**src/rtl/uart_frame_pkg.sv**
```systemverilog
package uart_frame_pkg;
  localparam int MAX_LEN = 9;
  localparam int MIN_LEN = 5;
  localparam int OSR     = 16;

  typedef enum logic [2:0] {ST_IDLE, ST_START, ST_DATA, ST_PAR, ST_STOP} fsm_e;

  function automatic logic [3:0] clamp_len(input logic [3:0] l);
    if (l < 4'(MIN_LEN)) return 4'(MIN_LEN);
    if (l > 4'(MAX_LEN)) return 4'(MAX_LEN);
    return l;
  endfunction

  function automatic logic [MAX_LEN-1:0] len_mask(input logic [3:0] l);
    logic [MAX_LEN-1:0] one;
    one = MAX_LEN'(1);
    return (one << l) - one;
  endfunction

  function automatic logic par_on(input logic [1:0] m);
    return m == 2'b01 || m == 2'b10;
  endfunction

  // ticks in the stop field: 2, 3 or 4 half bits
  function automatic logic [5:0] stop_ticks(input logic [1:0] s);
    case (s)
      2'b00:   return 6'(OSR);
      2'b01:   return 6'(OSR + OSR/2);
      default: return 6'(2*OSR);
    endcase
  endfunction
endpackage

```
**src/rtl/uart_os_tick.sv**
```systemverilog
module uart_os_tick #(
  parameter int DIV_W = 16
) (
  input  logic             clk_i,
  input  logic             rst_ni,
  input  logic [DIV_W-1:0] div_i,
  output logic             tick_o
);
  logic [DIV_W-1:0] cnt_q;

  assign tick_o = (cnt_q >= div_i);

  always_ff @(posedge clk_i or negedge rst_ni)
    if (!rst_ni)     cnt_q <= '0;
    else if (tick_o) cnt_q <= '0;
    else             cnt_q <= cnt_q + 1'b1;
endmodule

```
**src/rtl/uart_tx_core.sv**
```systemverilog
module uart_tx_core
  import uart_frame_pkg::*;
(
  input  logic               clk_i,
  input  logic               rst_ni,
  input  logic               tick_i,
  input  logic [3:0]         len_i,
  input  logic [1:0]         par_i,
  input  logic [1:0]         stop_i,
  input  logic               can_start_i,
  input  logic [MAX_LEN-1:0] data_i,
  input  logic               valid_i,
  output logic               ready_o,
  output logic               tx_o
);
  localparam logic [5:0] LAST = 6'(OSR - 1);

  fsm_e               state_q;
  logic [MAX_LEN-1:0] sh_q;
  logic [3:0]         left_q;
  logic [5:0]         tcnt_q;
  logic [5:0]         stop_q;
  logic               par_en_q, par_q;
  logic [3:0]         ln;
  logic [MAX_LEN-1:0] dm;

  assign ln      = clamp_len(len_i);
  assign dm      = data_i & len_mask(ln);
  assign ready_o = (state_q == ST_IDLE) && can_start_i;

  always_ff @(posedge clk_i or negedge rst_ni) begin
    if (!rst_ni) begin
      state_q  <= ST_IDLE;
      tx_o     <= 1'b1;
      sh_q     <= '0;
      left_q   <= '0;
      tcnt_q   <= '0;
      stop_q   <= '0;
      par_en_q <= 1'b0;
      par_q    <= 1'b0;
    end else begin
      case (state_q)
        ST_IDLE: if (valid_i && ready_o) begin
          sh_q     <= dm;
          left_q   <= ln - 4'd1;
          par_en_q <= par_on(par_i);
          par_q    <= (^dm) ^ (par_i == 2'b10);
          stop_q   <= stop_ticks(stop_i);
          tcnt_q   <= '0;
          tx_o     <= 1'b0;
          state_q  <= ST_START;
        end
        ST_START: if (tick_i) begin
          if (tcnt_q == LAST) begin
            tcnt_q  <= '0;
            tx_o    <= sh_q[0];
            sh_q    <= sh_q >> 1;
            state_q <= ST_DATA;
          end else tcnt_q <= tcnt_q + 6'd1;
        end
        ST_DATA: if (tick_i) begin
          if (tcnt_q == LAST) begin
            tcnt_q <= '0;
            if (left_q == '0) begin
              tx_o    <= par_en_q ? par_q : 1'b1;
              state_q <= par_en_q ? ST_PAR : ST_STOP;
            end else begin
              tx_o   <= sh_q[0];
              sh_q   <= sh_q >> 1;
              left_q <= left_q - 4'd1;
            end
          end else tcnt_q <= tcnt_q + 6'd1;
        end
        ST_PAR: if (tick_i) begin
          if (tcnt_q == LAST) begin
            tcnt_q  <= '0;
            tx_o    <= 1'b1;
            state_q <= ST_STOP;
          end else tcnt_q <= tcnt_q + 6'd1;
        end
        ST_STOP: if (tick_i) begin
          if (tcnt_q == stop_q - 6'd1) begin
            tcnt_q  <= '0;
            state_q <= ST_IDLE;
          end else tcnt_q <= tcnt_q + 6'd1;
        end
        default: state_q <= ST_IDLE;
      endcase
    end
  end
endmodule

```
**src/rtl/uart_rx_core.sv**
```systemverilog
module uart_rx_core
  import uart_frame_pkg::*;
(
  input  logic               clk_i,
  input  logic               rst_ni,
  input  logic               tick_i,
  input  logic [3:0]         len_i,
  input  logic [1:0]         par_i,
  input  logic               rx_i,
  input  logic               ready_i,
  output logic [MAX_LEN-1:0] data_o,
  output logic               valid_o,
  output logic               par_err_o,
  output logic               frm_err_o
);
  localparam logic [3:0] MID  = 4'(OSR/2 - 1);
  localparam logic [3:0] LAST = 4'(OSR - 1);

  logic               s1_q, s2_q, prev_q;
  fsm_e               state_q;
  logic [3:0]         tcnt_q, got_q, len_q;
  logic [MAX_LEN-1:0] sh_q, dat;
  logic               par_en_q, odd_q, pbit_q;

  assign dat = sh_q >> (4'(MAX_LEN) - len_q);

  always_ff @(posedge clk_i or negedge rst_ni) begin
    if (!rst_ni) begin
      s1_q <= 1'b1; s2_q <= 1'b1; prev_q <= 1'b1;
    end else begin
      s1_q <= rx_i; s2_q <= s1_q; prev_q <= s2_q;
    end
  end

  always_ff @(posedge clk_i or negedge rst_ni) begin
    if (!rst_ni) begin
      state_q   <= ST_IDLE;
      tcnt_q    <= '0;
      got_q     <= '0;
      len_q     <= 4'(MIN_LEN);
      sh_q      <= '0;
      par_en_q  <= 1'b0;
      odd_q     <= 1'b0;
      pbit_q    <= 1'b0;
      data_o    <= '0;
      valid_o   <= 1'b0;
      par_err_o <= 1'b0;
      frm_err_o <= 1'b0;
    end else begin
      if (valid_o && ready_i) valid_o <= 1'b0;
      case (state_q)
        ST_IDLE: if (prev_q && !s2_q) begin
          tcnt_q   <= '0;
          len_q    <= clamp_len(len_i);
          par_en_q <= par_on(par_i);
          odd_q    <= (par_i == 2'b10);
          state_q  <= ST_START;
        end
        ST_START: if (tick_i) begin
          if (tcnt_q == MID) begin
            tcnt_q  <= '0;
            got_q   <= '0;
            state_q <= s2_q ? ST_IDLE : ST_DATA;  // high at mid-bit: glitch
          end else tcnt_q <= tcnt_q + 4'd1;
        end
        ST_DATA: if (tick_i) begin
          if (tcnt_q == LAST) begin
            tcnt_q <= '0;
            sh_q   <= {s2_q, sh_q[MAX_LEN-1:1]};
            got_q  <= got_q + 4'd1;
            if (got_q == len_q - 4'd1) state_q <= par_en_q ? ST_PAR : ST_STOP;
          end else tcnt_q <= tcnt_q + 4'd1;
        end
        ST_PAR: if (tick_i) begin
          if (tcnt_q == LAST) begin
            tcnt_q  <= '0;
            pbit_q  <= s2_q;
            state_q <= ST_STOP;
          end else tcnt_q <= tcnt_q + 4'd1;
        end
        ST_STOP: if (tick_i) begin
          if (tcnt_q == LAST) begin
            tcnt_q    <= '0;
            data_o    <= dat;
            valid_o   <= 1'b1;
            frm_err_o <= !s2_q;
            par_err_o <= par_en_q && (((^dat) ^ pbit_q) != odd_q);
            state_q   <= ST_IDLE;
          end else tcnt_q <= tcnt_q + 4'd1;
        end
        default: state_q <= ST_IDLE;
      endcase
    end
  end
endmodule

```
**src/rtl/uart_frame_xcvr.sv**
```systemverilog
module uart_frame_xcvr
  import uart_frame_pkg::*;
#(
  parameter int DIV_W = 16
) (
  input  logic               clk_i,
  input  logic               rst_ni,
  input  logic [DIV_W-1:0]   div_i,
  input  logic [3:0]         data_len_i,
  input  logic [1:0]         par_mode_i,
  input  logic [1:0]         stop_sel_i,
  input  logic               flow_en_i,
  input  logic               cts_i,
  output logic               rts_o,
  input  logic [MAX_LEN-1:0] tx_data_i,
  input  logic               tx_valid_i,
  output logic               tx_ready_o,
  output logic               tx_o,
  input  logic               rx_i,
  output logic [MAX_LEN-1:0] rx_data_o,
  output logic               rx_valid_o,
  input  logic               rx_ready_i,
  output logic               rx_par_err_o,
  output logic               rx_frm_err_o
);
  logic tick;

  uart_os_tick #(.DIV_W(DIV_W)) u_tick (
    .clk_i(clk_i), .rst_ni(rst_ni), .div_i(div_i), .tick_o(tick)
  );

  uart_tx_core u_tx (
    .clk_i(clk_i), .rst_ni(rst_ni), .tick_i(tick),
    .len_i(data_len_i), .par_i(par_mode_i), .stop_i(stop_sel_i),
    .can_start_i(!flow_en_i || cts_i),
    .data_i(tx_data_i), .valid_i(tx_valid_i), .ready_o(tx_ready_o), .tx_o(tx_o)
  );

  uart_rx_core u_rx (
    .clk_i(clk_i), .rst_ni(rst_ni), .tick_i(tick),
    .len_i(data_len_i), .par_i(par_mode_i), .rx_i(rx_i), .ready_i(rx_ready_i),
    .data_o(rx_data_o), .valid_o(rx_valid_o),
    .par_err_o(rx_par_err_o), .frm_err_o(rx_frm_err_o)
  );

  assign rts_o = !(flow_en_i && rx_valid_o);
endmodule

```
**config.mk**
```make
export PLATFORM = sky130hd
export DESIGN_NAME = uart_frame_xcvr
export DESIGN_NICKNAME = d
export VERILOG_FILES = /design/src/rtl/uart_frame_pkg.sv /design/src/rtl/uart_os_tick.sv /design/src/rtl/uart_tx_core.sv /design/src/rtl/uart_rx_core.sv /design/src/rtl/uart_frame_xcvr.sv
export SDC_FILE = /design/constraint.sdc
export NUM_CORES = 1
export LEC_CHECK = 0
export ABC_AREA = 1
export CAP_MARGIN = 15
export CORE_AREA = 2 2 91 111
export DETAILED_ROUTE_END_ITERATION = 10
export DIE_AREA = 0 0 93 113
export PLACE_DENSITY = 0.92
export SLEW_MARGIN = 5
export SYNTH_ARGS = -nofsm -noshare
export SYNTH_HDL_FRONTEND = slang
export SYNTH_HIERARCHICAL = 1
export SYNTH_SLANG_ARGS = --single-unit
```
**constraint.sdc**
```tcl
create_clock -name clk_i -period 7.1 [get_ports clk_i]
set_clock_uncertainty 0.2 [all_clocks]
set_input_delay 1.42 -clock clk_i [delete_from_list [all_inputs] [get_ports clk_i]]
set_output_delay 1.42 -clock clk_i [all_outputs]
set_load 0.02 [all_outputs]
```
# [Word level (Yosys, flattened, before mapping)]
# Cells that the tools add are included.
[classes] add_sub_neg=10 n_lt_le_gt_ge=3 n_eq_ne=40 shifts=2 muxes=84 bitwise_logic=3 n_reduce_logical=38
[ops] operator="2-to-1 mux 4 bit" count=19
[ops] operator="2-to-1 mux 3 bit" count=22
[ops] operator="2-to-1 mux 9 bit" count=6
[ops] operator="2-to-1 mux 6 bit" count=5
[ops] operator="case mux 3 bit (5 select lines)" count=2
[ops] operator="case mux 9 bit (3 select lines)" count=1
[ops] operator="inequality test 2 x 1 -> 1 bit (second input constant)" count=13
[ops] operator="2-to-1 mux 1 bit" count=21
[ops] operator="inequality test 2 bit (second input constant)" count=10
[ops] operator="AND reduction 10 bit" count=2
[ops] operator="case mux 6 bit (3 select lines)" count=1
[ops] operator="XOR reduction 9 bit" count=2
[ops] operator="adder 16 x 1 -> 16 bit (second input constant)" count=1
[ops] operator="greater-or-equal comparator 16 bit" count=1
[ops] operator="2-to-1 mux 16 bit" count=1
[ops] operator="case mux 4 bit (2 select lines)" count=2
[ops] operator="equality test 3 x 2 -> 1 bit (second input constant)" count=4
[ops] operator="case mux 4 bit (3 select lines)" count=1
[ops] operator="case mux 6 bit (2 select lines)" count=1
[ops] operator="subtractor 4 x 1 -> 4 bit (second input constant)" count=3
[ops] operator="AND reduction 5 bit" count=2
[ops] operator="AND 9 bit" count=1
[ops] operator="AND reduction 3 bit" count=3
[ops] operator="nonzero test 3 bit" count=3
[ops] operator="other kinds (35)" count=53
[totals] register_bits=89 inputBits=40 output_inout_bits=15 word_cells=204

# [Logic depth before layout (Yosys ltp)]
[logic_depth] word_depth=10 mapped_depth=21 mapped_depth_nobuf=20

# [Cells and area by module]
# Netlist, hierarchy kept.
[modules_own_cells] module="uart_rx_core" n_inst=1 cells_each=342 area_each_um2=2517.4 seq_area_each_um2=1057.3
[modules_own_cells] module="uart_tx_core" n_inst=1 cells_each=283 area_each_um2=1921.8 seq_area_each_um2=701.9
[modules_own_cells] module="uart_os_tick" n_inst=1 cells_each=167 area_each_um2=1253.7 seq_area_each_um2=400.4
[modules_own_cells] module="uart_frame_xcvr" n_inst=1 cells_each=3 area_each_um2=11.3 seq_area_each_um2=0.0

# [Worst setup path before layout]
# No wires, ideal clock.
[synth_path] kind="input -> register" from="in div_i[3]" to="reg u_rx.got_q[3]" setup_ps=123 arrival_time_ps=3328 t_required_ps=6777 path_slack_ps=3449 cell_stages=20 path_cell_list="inv_1 -> ha_1 -> nand2_1 -> nor2_1 -> nor2_1 -> nand2_1 -> nand2_1 -> nand2_1 -> nand2_1 -> nand2_2 -> buf_6 -> inv_1 -> nor2_1 -> nand2_2 -> nand2_1 -> nand2_2 -> inv_2 -> nand4_1 -> o22ai_1 -> a21oi_1"
[synth_between] elab_chain_len=3 word_cells_on_any_way=4 classes_between="order compare: 1; eq/ne: 2; reduce/logical: 1"
[synth_lines] item="start, declared" line="uart_frame_xcvr.sv:8" text="input logic [DIV_W-1:0] div_i,"
[synth_lines] item="greater-or-equal comparator 16 bit *" line="uart_os_tick.sv:11" text="assign tick_o = (cnt_q >= div_i);"
[synth_lines] item="named net tick" line="uart_frame_xcvr.sv:26" text="logic tick;"
[synth_lines] item="inequality test 2 bit (no line)"
[synth_lines] item="AND reduction 5 bit (no line) *"
[synth_lines] item="end signal, assigned" line="uart_rx_core.sv:70" text="got_q <= got_q + 4'd1;"
[synth_lines] item="end, declared" line="uart_rx_core.sv:21" text="logic [3:0] tcnt_q, got_q, len_q;"
# The timed path passes the listed nets; every way through them passes the cells marked *.
# A chain may end at the register's enable or synchronous reset.

# [Worst setup path in the final report]
[layout_path] from="in cts_i" to="out tx_ready_o"
[layout_between] elab_chain_len=2
[layout_lines] item="start, declared" line="uart_frame_xcvr.sv:13" text="input logic cts_i,"
[layout_lines] item="logical OR 1 bit" line="uart_frame_xcvr.sv:35" text=".can_start_i(!flow_en_i || cts_i),"
[layout_lines] item="logical AND 1 bit" line="uart_tx_core.sv:29" text="assign ready_o = (state_q == ST_IDLE) && can_start_i;"
[layout_lines] item="end, declared" line="uart_frame_xcvr.sv:17" text="output logic tx_ready_o,"
# Every way passes these cells.

==> impl_metrics.ini <==
[yosys]
avgSynthCellArea_sq_um = 7.18
seq_area_frac_synth = 0.379
postSynth.asyncResetShare = 1.00
synth-xor-area-share = 0.0307
syn_inst = 795
synth_ff_type = dfrtp_1
synth-seq-cells = 86
synth_fa_ha_area_frac = 0.0592
syn_area_sq_mm = 0.00570
synth-compound-area-share = 0.111
synth-edff-count = 0
yosysWarnings = 6
synth.distinct_cells = 39
synthMuxAreaShare = 0.00395
synthSimpleGateAreaFrac = 0.334
synth_top_family_by_area = simple AND/OR/NAND/NOR gates

[clocking]
numCtsBuffers = 9
clockBufferDepth = 2
clock-sinks = 86
post_cts_buffers = 0
clkLatencyLatePin_ns = 0.34
cts_max_level = 3
cts.clk_slew.worst_paths_ns = 0.06
cts_hold_buf = 0
ctsResizeCount = 0
cts_tree = done
cts_root_buffer = clkbuf_16

[worst_hold_path]
hp-class = reg -> reg
hold_depth = 0

[critical_path]
worstPathRequired_ns = 5.48
crit_top_cell = clkdlybuf4s50_1
critPathMaxFanout = 2
cpMaxStageDelayCell = clkdlybuf4s50_1
reg2reg_depth = 13
worstSetupPathType = in -> out
cp.arrival_ns = 2.92
max_stage_delay_ns = 0.62
cp-end-kind = output pin
crit_chain = clkdlybuf4s50_1 > inv_1 > nand2_1 > clkinv_2 > nor2_4 > clkdlybuf4s50_1
start_kind = input port

[sta]
fin_crit_sh = 0.640
setup_violations = 0
fmax_mhz = 220
period_needed_ns = 4.54
rsz0062_at_grt = false
finalHoldViolCount = 0
tightest_slew_ns = 0.593
whs_ns = 0.167
drv_slew = 0
setup_tns_ns = 0
slew_headroom = 0.604

[final_layout]
antenna_cells = 0
drive_above_1_share = 0.104
nNetsFinal = 919
syn_to_final_growth_pct = 16.3
fin_util = 0.708
fin_area_sq_mm = 0.00663

[route]
wl_microns = 11800
drtIter0Drc = 333
ant_nets = 0
vias = 5224
drc = 0
drt-wirelength-per-cell_microns = 12.1
avgViaCountPerCell = 5.33
first_pass_iters = 6

[floorplan]
rows = 39
die_x_microns = 93
core_sq_mm = 0.00937
die-area_sq_mm = 0.0105
ios = 55
start_util = 0.609
fp.dieH_microns = 113

[global_route]
globalRouteOverflowTotal = 0
grt_max_degree = 48
grt_pass1_wl_microns = 20400
grt.total_usage = 0.237
antenna_found_initial = 0
grt_pass1_vias = 4841

[placement]
place_area_sq_mm = 0.00634
place_hpwl_microns = 8800
place.port_buffers = 54
routabilityCongestion = 0.878

[power_and_ir_drop]
ir_drop_uv = 250
p_leak_nw = 3.36
power_density_mw_per_mm2 = 357
power.total_mw = 2.37

[run_status]
outcome = finished clean

[run]
drv_cap = 0
-- layout make-up --
cell class	count	area (sq um)
multi-input combinational	592	3080
clock inverter	5	57.6
tap	123	154
sequential	86	2160
timing repair buffer	55	546
fill	745	2740
inverter	108	408
clock buffer	11	233
-- worst max-delay path, delay by kind of cell --
kind | cells | cell delay (ns)
buffers and inverters | 4 | 1.21
AND/OR/NAND/NOR | 2 | 0.29
-- registers in the layout (all words and copies together) (netlist names), 3 cells and up --
register and cells:
u_tick/cnt_q 16, u_rx/data_o 9, u_rx/sh_q 9, u_tx/sh_q 9
u_tx/tcnt_q 6, u_rx/got_q 4, u_rx/len_q 4, u_rx/tcnt_q 4
u_tx/left_q 4, u_rx/state_q 3, u_tx/state_q 3, u_tx/stop_q 3
-- metrics by stage --
| step | instances | setup slack [ns] |
|---|---|---|
| after floorplan | 796 | 3.45 |
| after global placement | 964 | 2.49 |
| after detailed placement | 964 | 2.42 |
| after CTS | 980 | 2.57 |
| after global routing | 980 | 2.43 |
| final | 980 | 2.56 |
-- cell usage after synthesis (3+ instances only) --
library cell | count | share of area
nand2_1 | 229 | 0.15
ha_1 | 27 | 0.059
inv_1 | 94 | 0.062
nor2_1 | 70 | 0.046
dfstp_2 | 6 | 0.028
nand4_1 | 9 | 0.0099
nand3_2 | 5 | 0.0088
nor2_4 | 4 | 0.0079
a21oi_1 | 41 | 0.036
o21a_1 | 6 | 0.0079
nor2_2 | 7 | 0.0077
o21ai_0 | 37 | 0.032
buf_2 | 3 | 0.0026
xor2_1 | 14 | 0.021
nor3_1 | 7 | 0.0061
o211ai_1 | 3 | 0.0039
dfrtp_1 | 80 | 0.35
nand2_2 | 25 | 0.027
nand3_1 | 63 | 0.055
buf_6 | 3 | 0.0059
o21ai_1 | 14 | 0.012
clkbuf_1 | 4 | 0.0026
inv_2 | 12 | 0.0079
o31ai_1 | 3 | 0.0039
xnor2_1 | 6 | 0.0092
-- report_power, final --
group / internal (mW) / leakage [nW] / switching (mW)
Clock: 0.273 / 0.144 / 0.189
Combinational: 0.404 / 2.11 / 0.757
Sequential: 0.619 / 1.11 / 0.129
-- placed cells by master, fill, tap and decap left out, types with 2 or more instances in the layout --
cell type	synthesis	final
mux2_2	2	2
nor2_4	4	4
nor3_2	2	2
clkbuf_16	0	9
nand3_1	63	63
o21ai_1	14	14
conb_1	1	2
buf_4	0	2
nand4_1	9	9
nand2_2	25	25
o31ai_1	3	3
nand3_2	5	5
o2111ai_1	2	2
nor2_2	7	7
o22ai_1	2	2
clkbuf_1	4	2
or2_2	2	2
clkinv_2	2	4
dfstp_2	6	6
nand2_1	229	229
o211ai_1	3	3
nand2_4	2	2
a21oi_2	2	2
xor2_1	14	14
inv_2	12	12
o21a_1	6	6
clkdlybuf4s50_1	0	53
dfrtp_1	80	80
o21ai_0	37	37
ha_1	27	27
nor2_1	70	70
inv_1	94	94
xnor2_1	6	6
a21oi_1	41	41
a22oi_1	2	2
nor3_1	7	7
-- final timing paths --
| check | endpoint | startpoint | slack (ns) |
|---|---|---|---|
| worst max-delay path | tx_ready_o | cts_i | 2.56 |
| worst min-delay path | u_rx/s2_q$_DFF_PN1_ | u_rx/s1_q$_DFF_PN1_ | 0.17 |
| worst max register to register | u_rx/data_o[0]$_DFFE_PN0P_ | u_tick/cnt_q[3]$_DFF_PN0_ | 3.76 |
| worst min register to register | u_rx/s2_q$_DFF_PN1_ | u_rx/s1_q$_DFF_PN1_ | 0.17 |
| max in group asynchronous | u_rx/s2_q$_DFF_PN1_ | rst_ni | 4.91 |
| min in group asynchronous | u_rx/data_o[5]$_DFFE_PN0P_ | rst_ni | 0.85 |
-- per-layer routing --
layer | up-vias | track usage | routed length [microns]
li1 | 2676 | - | -
met1 | 2349 | 0.292 | 5140
met2 | 173 | 0.409 | 5810
met3 | 26 | 0.0466 | 626
met4 | 0 | 0.0912 | 275
met5 | - | 0 | 0
-- kinds of logic after synthesis --
family / Yosys count
AND/OR/NAND/NOR: 427
buffers and inverters: 118
AO/OA/AOI/OAI: 114
flip-flops: 86
adder cells (fa/ha/maj): 27
XOR/XNOR: 20
multiplexers: 2
other: 1
(Power assumes the default switching activity.)
